`config.mk`:
```
export PLATFORM = sky130hd
export DESIGN_NAME = aging_arbiter
export DESIGN_NICKNAME = d
export VERILOG_FILES = /design/src/rtl/aging_arbiter.sv
export SDC_FILE = /design/constraint.sdc
export NUM_CORES = 1
export LEC_CHECK = 0
export BUFFER_PORTS_ARGS = -buffer_cell sky130_fd_sc_hd__clkbuf_2
export CELL_PAD_IN_SITES_DETAIL_PLACEMENT = 2
export CELL_PAD_IN_SITES_GLOBAL_PLACEMENT = 2
export CORE_MARGIN = 2
export CORE_UTILIZATION = 40
export CTS_CLUSTER_SIZE = 14
export DETAILED_ROUTE_END_ITERATION = 6
export HOLD_SLACK_MARGIN = 0.12
export PLACE_DENSITY = 0.88
export SYNTH_ARGS = -nofsm -noshare
export SYNTH_HDL_FRONTEND = slang
export SYNTH_SLANG_ARGS = --single-unit
```
`constraint.sdc`:
```
create_clock -name clk -period 6.3 [get_ports clk]
set_input_delay 0.315 -clock clk [delete_from_list [all_inputs] [get_ports clk]]
set_output_delay 0.315 -clock clk [all_outputs]
set_load 0.01 [all_outputs]
```
`src/rtl/aging_arbiter.sv`:
```
module aging_arbiter #(
  parameter int LW = 3,
  parameter int AW = 8
) (
  input  logic          clk,
  input  logic          rst_n,
  input  logic          req_q0,
  input  logic          req_q1,
  input  logic          req_cpu,
  input  logic [LW-1:0] lvl_q0,
  input  logic [LW-1:0] lvl_q1,
  input  logic [LW-1:0] lvl_cpu,
  input  logic [AW-1:0] age_interval,
  output logic          gnt_q0,
  output logic          gnt_q1,
  output logic          gnt_cpu
);

  localparam int NDMA = 2;

  logic [LW-1:0] eff  [NDMA];
  logic [AW-1:0] tmr  [NDMA];
  logic [LW-1:0] slvl [NDMA];
  logic [NDMA-1:0] dreq, dgnt;

  logic [LW-1:0] eff_q0, eff_q1;
  logic aging_on;
  logic [AW-1:0] last_tick;

  assign dreq     = {req_q1, req_q0};
  assign dgnt     = {gnt_q1, gnt_q0};
  assign slvl[0]  = lvl_q0;
  assign slvl[1]  = lvl_q1;
  assign eff_q0   = eff[0];
  assign eff_q1   = eff[1];
  assign aging_on = (age_interval != '0);
  assign last_tick = age_interval - AW'(1);

  for (genvar i = 0; i < NDMA; i++) begin : g_age
    always_ff @(posedge clk) begin
      if (!rst_n) begin
        eff[i] <= '0;
        tmr[i] <= '0;
      end else if (!dreq[i] || dgnt[i] || !aging_on) begin
        eff[i] <= slvl[i];
        tmr[i] <= '0;
      end else if (tmr[i] == last_tick) begin
        tmr[i] <= '0;
        if (eff[i] != '0) eff[i] <= eff[i] - LW'(1);
      end else begin
        tmr[i] <= tmr[i] + AW'(1);
      end
    end
  end

  logic win_q0, win_q1, win_cpu;

  assign win_q0  = req_q0 && (!req_q1 || eff_q0 <= eff_q1)
                          && (!req_cpu || eff_q0 <= lvl_cpu);
  assign win_q1  = req_q1 && (!req_q0 || eff_q1 < eff_q0)
                          && (!req_cpu || eff_q1 <= lvl_cpu);
  assign win_cpu = req_cpu && !win_q0 && !win_q1;

  always_ff @(posedge clk) begin
    if (!rst_n) begin
      gnt_q0  <= 1'b0;
      gnt_q1  <= 1'b0;
      gnt_cpu <= 1'b0;
    end else begin
      gnt_q0  <= win_q0;
      gnt_q1  <= win_q1;
      gnt_cpu <= win_cpu;
    end
  end

endmodule


```
# == Yosys cells after proc, flatten, opt, wreduce, memory -nomap -nowiden ==
# Memory sizes are Yosys's and may differ from the RTL's.
# Cells that the tools add are included.
# word_totals
reg_bits,3
ramBits,22
word_cells,92
memories,2
# mem_list
name,words,word_bits,rd,rd_clocked_by_memory_dff,write_ports,line,text
tmr,2,8,2,0,2,22,logic [AW-1:0] tmr [NDMA];
eff,2,3,2,0,2,21,logic [LW-1:0] eff [NDMA];
# op_classes
add_sub_neg,5
order_cmp,4
n_eq_ne,2
mux,43
bitwise_logic,10
n_reduce_logical,23
# op_table
operator,count
two-way mux 8 bit,6
two-way mux 1 bit,33
adder 8 x 1 -> 8 bit (second input constant),2
equality test 8 bit,2
two-way mux 3 bit,4
OR 1 bit,10
less-or-equal comparator 3 bit,3
logical OR 1 bit,8
nonzero test 8 bit,1
subtractor 8 x 1 -> 8 bit (second input constant),1
logical AND 1 bit,6
zero test 1 bit,6
nonzero test 3 bit,2
subtractor 3 x 1 -> 3 bit (second input constant),2
less-than comparator 3 bit,1

# == Longest topological paths before layout ==
# depth
ltp_word,9
depth_mapped,8
depth_no_buf,7

# == Worst setup path after synthesis ==
# No wires, ideal clock.
# synth_path
kind,input port to flip-flop
startpoint,in age_interval[3]
endpoint,"mem eff[1][0], enable pin"
setup_ns,0.300
t_arrival_ns,2.015
t_required_ns,6.000
setup_slack_ns,3.985
stages,7
path_buffers,2
path_cell_list,buf_6 nor4_1 nand2_1 xnor2_1 nor4_2 buf_2 a21o_1
# synth_rtl
item,line,text
"start, declared",13,"input logic [AW-1:0] age_interval,"
"end, declared",21,

==> results.toml <==
[critical_path]
worstPathRequired_ns = 6.30
crit_end_category = "flop"
critPathArrivalTime_ns = 2.62
cp.buffers_inverters = 1
worst_path_max_delay_cell = "nor4_1"
timing.critical_path.from_type = "input pin"
critical_path.cell_chain = "clkbuf_2 -> nor4_1 -> nand2_1 -> a311oi_1 -> and4_1 -> a31o_2"
critical_path_cell_count = 6
cp_slowest_stage_delay_ns = 0.78
r2r_start = "tmr[0][3]"
crit_path_max_delay_family = "simple AND/OR/NAND/NOR gates"
worst-r2r-cell-count = 4
worst-path-max-fanout = 12
timing_worst_setup_path_type = "input pin to flop"
worst_setup_path_startpoint = "age_interval[2]"

[logic_synthesis]
synth.largest_area_cell = "edfxtp_1"
async_flop_share_pct = 0
synth-edff-count = 22
synth.distinct_cells = 43
netlist_top_cells_area = "edfxtp_1 33%, ha_1 11%, xnor2_1 7.4%"
synth_area_um2 = 2012
yosysWarnings = 0
synthFlopType = "edfxtp_1"
synth_seq_cells = 25
syn_area_per_cell_um2 = 9.814
post-synth-top-area-fraction_pct = 32.84
post_synth_inst_count = 205
synth_seq_area_share_pct = 35.82

[layout]
diodes = 0
flow.area_growth_from_synthesis_pct = 13.50
final_util_pct = 47.71
most-common-layout-cells = "24 x clkbuf_2, 22 x edfxtp_1, 17 x xnor2_1, 17 x ha_1, 16 x conb_1"
final_common_cell = "clkbuf_2"
design_area_um2 = 2283
drive_gt1_share_pct = 13.64
fin_nets = 282

[route]
remaining_routing_drc_violations = 0
detailed_route_iter0_violations = 55
drt-met1-wl_um = 2678
dr_wl_met3_um = 145
drt-wirelength-per-cell_um = 18.85
route.vias.total = 1652
drt.antenna.violating_nets = 0
via_per_inst = 5.346
maxUsedRoutingLayer = "met4"
first_pass_drt_iterations = 4
routed_wirelength_um = 5825
met2WireLength_um = 2938

[floorplan]
pin_count = 25
core-area_um2 = 4786
die-width_um = 74.92
rows = 25
design.die.area_um2 = 5613
die_y_um = 74.92
initial_utilization_pct = 42.04

[timing]
max_freq_ghz = 0.3814
rsz0062_at_grt = "no"
tightest_slew_ns = 0.8775
max_slew_margin_pct = 40.96
period_needed_ns = 2.622
skew_ns = 0.01004
fin_tns_setup_ns = 0
final-hold-violation-count = 0
final-setup-viol-count = 0
post_route_fraction_of_the_period_consumed_by_the_critical_path_pct = 41.62
report.final.slew_viol_count = 0

[power]
vdd.ir_drop.worst_mv = 0.08256
power_density_nw_per_um2 = 184.2
leakagePower_nw = 0.9766

[clocking]
post_cts.resized_instances = 0
clock_tree.root_cell = "clkbuf_8"
cts.sink_count = 25
ctsHtreeMaxLevel = 1
clk_transition_reported_paths_ns = 0.10
number_of_buffers_created_by_cts = 3
cts_post_setup_buffers_inserted = 0
cts.hold.buffers_added = 0
cts-root-to-sink-buffers = 2
tritoncts = "done"
clock_insertion_delay_worst_skew_ns = 0.29

[hold_path]
min_path_cells = 3
min_path_type = "input pin to flop"
hp-start = "req_cpu"

[outcome]
outcome = "complete, no violations"

[global_route]
antenna_found_initial = 0
grtUsageTotal_pct = 23.10
wire_length_of_the_first_global_routing_pass_um = 9418
gr-total-overflow = 0
grt_start_max_net_pins = 15
via_count_of_the_first_global_routing_pass = 1829

[job]
timing.max_cap.violations = 0

[placed_design]
weighted_congestion_at_the_end_of_routability_driven_global_placement = 0.7837
port_buffers = 24
dp_hpwl_um = 4467
post_dp_cell_area_um2 = 2237
metrics by stage:
stage | cells | hold slack (ns) | setup slack, ns | power, W
2_1_floorplan | 220 | 0.4333 | 3.985 | 0.0002805
3_3_place_gp | 305 | 0.5814 | 3.624 | 0.0003090
3_5_place_dp | 305 | 0.5805 | 3.434 | 0.0003166
4_1_cts | 309 | 0.2788 | 3.727 | 0.0004195
5_1_grt | 309 | 0.2943 | 3.492 | 0.0004392
6_report | 309 | 0.2744 | 3.678 | 0.0004206
final cells by class:
cell class / count / area, um^2
fill: 529 / 2502
multi-input combinational: 173 / 1249
sequential: 25 / 720.7
timing repair buffer: 25 / 127.6
tap: 67 / 83.83
inverter: 15 / 56.30
clock buffer: 3 / 41.29
clock inverter: 1 / 5.005
state kept, by name, indices dropped and copies added (netlist names):
name     flops
eff          6
gnt_cpu      1
gnt_q0       1
gnt_q1       1
tmr         16
report_power, final:
part	total (W)	switching, W	internal, W
combinational	0.000110	0.0000617	0.0000481
sequential	0.000206	0.0000131	0.000193
clock	0.000105	0.0000600	0.0000446
total	0.000421	0.000135	0.000286
path summary, 6_finish.rpt:
check                           slack, ns        end
worst min-delay path                 0.27    gnt_cpu
worst max register to register       4.08  eff[0][0]
worst max-delay path                 3.68  eff[0][0]
worst min register to register       0.74  tmr[0][0]
per-layer routing:
| metal | global-route usage [%] | up-vias |
|---|---|---|
| met5 | 0 | - |
| met4 | 5.952 | 0 |
| met3 | 2.142 | 5 |
| met2 | 40.55 | 28 |
| met1 | 30.61 | 811 |
| li1 | - | 808 |
cell usage after synthesis (2+ instances only):
| cell | n |
|---|---|
| and3_1 | 7 |
| nor2_1 | 7 |
| nor3b_1 | 2 |
| a21bo_1 | 3 |
| inv_1 | 15 |
| a22o_1 | 3 |
| and2_1 | 3 |
| a21oi_1 | 3 |
| nand2_1 | 9 |
| o21a_1 | 3 |
| xnor2_1 | 17 |
| edfxtp_1 | 22 |
| mux2i_1 | 2 |
| and4_1 | 2 |
| nor2b_1 | 5 |
| ha_1 | 17 |
| nand3_1 | 13 |
| nand4_1 | 2 |
| buf_6 | 2 |
| nor3_1 | 14 |
| o21ai_0 | 4 |
| a211oi_1 | 8 |
| dfxtp_1 | 3 |
| xor2_1 | 15 |
| clkbuf_1 | 4 |
| a311oi_1 | 2 |
| o211ai_1 | 2 |
tightest hold or removal path, stage by stage:
cell      delay, ns
clkbuf_2       0.11
nand2_1        0.07
nor3_1         0.04
logic make-up after synthesis:
kind of cell	after synthesis	share of synthesized area (%)
AOI/OAI and AO/OA	34	12.87
xor gates and xnor gates	33	15.11
adders and majority gates	17	10.57
buffers and inverters	22	4.912
DFF	25	35.82
muxes	2	0.9951
other	1	0.1864
and+or+nand+nor	71	19.53
Note: power is estimated with default switching activity, not from simulation.
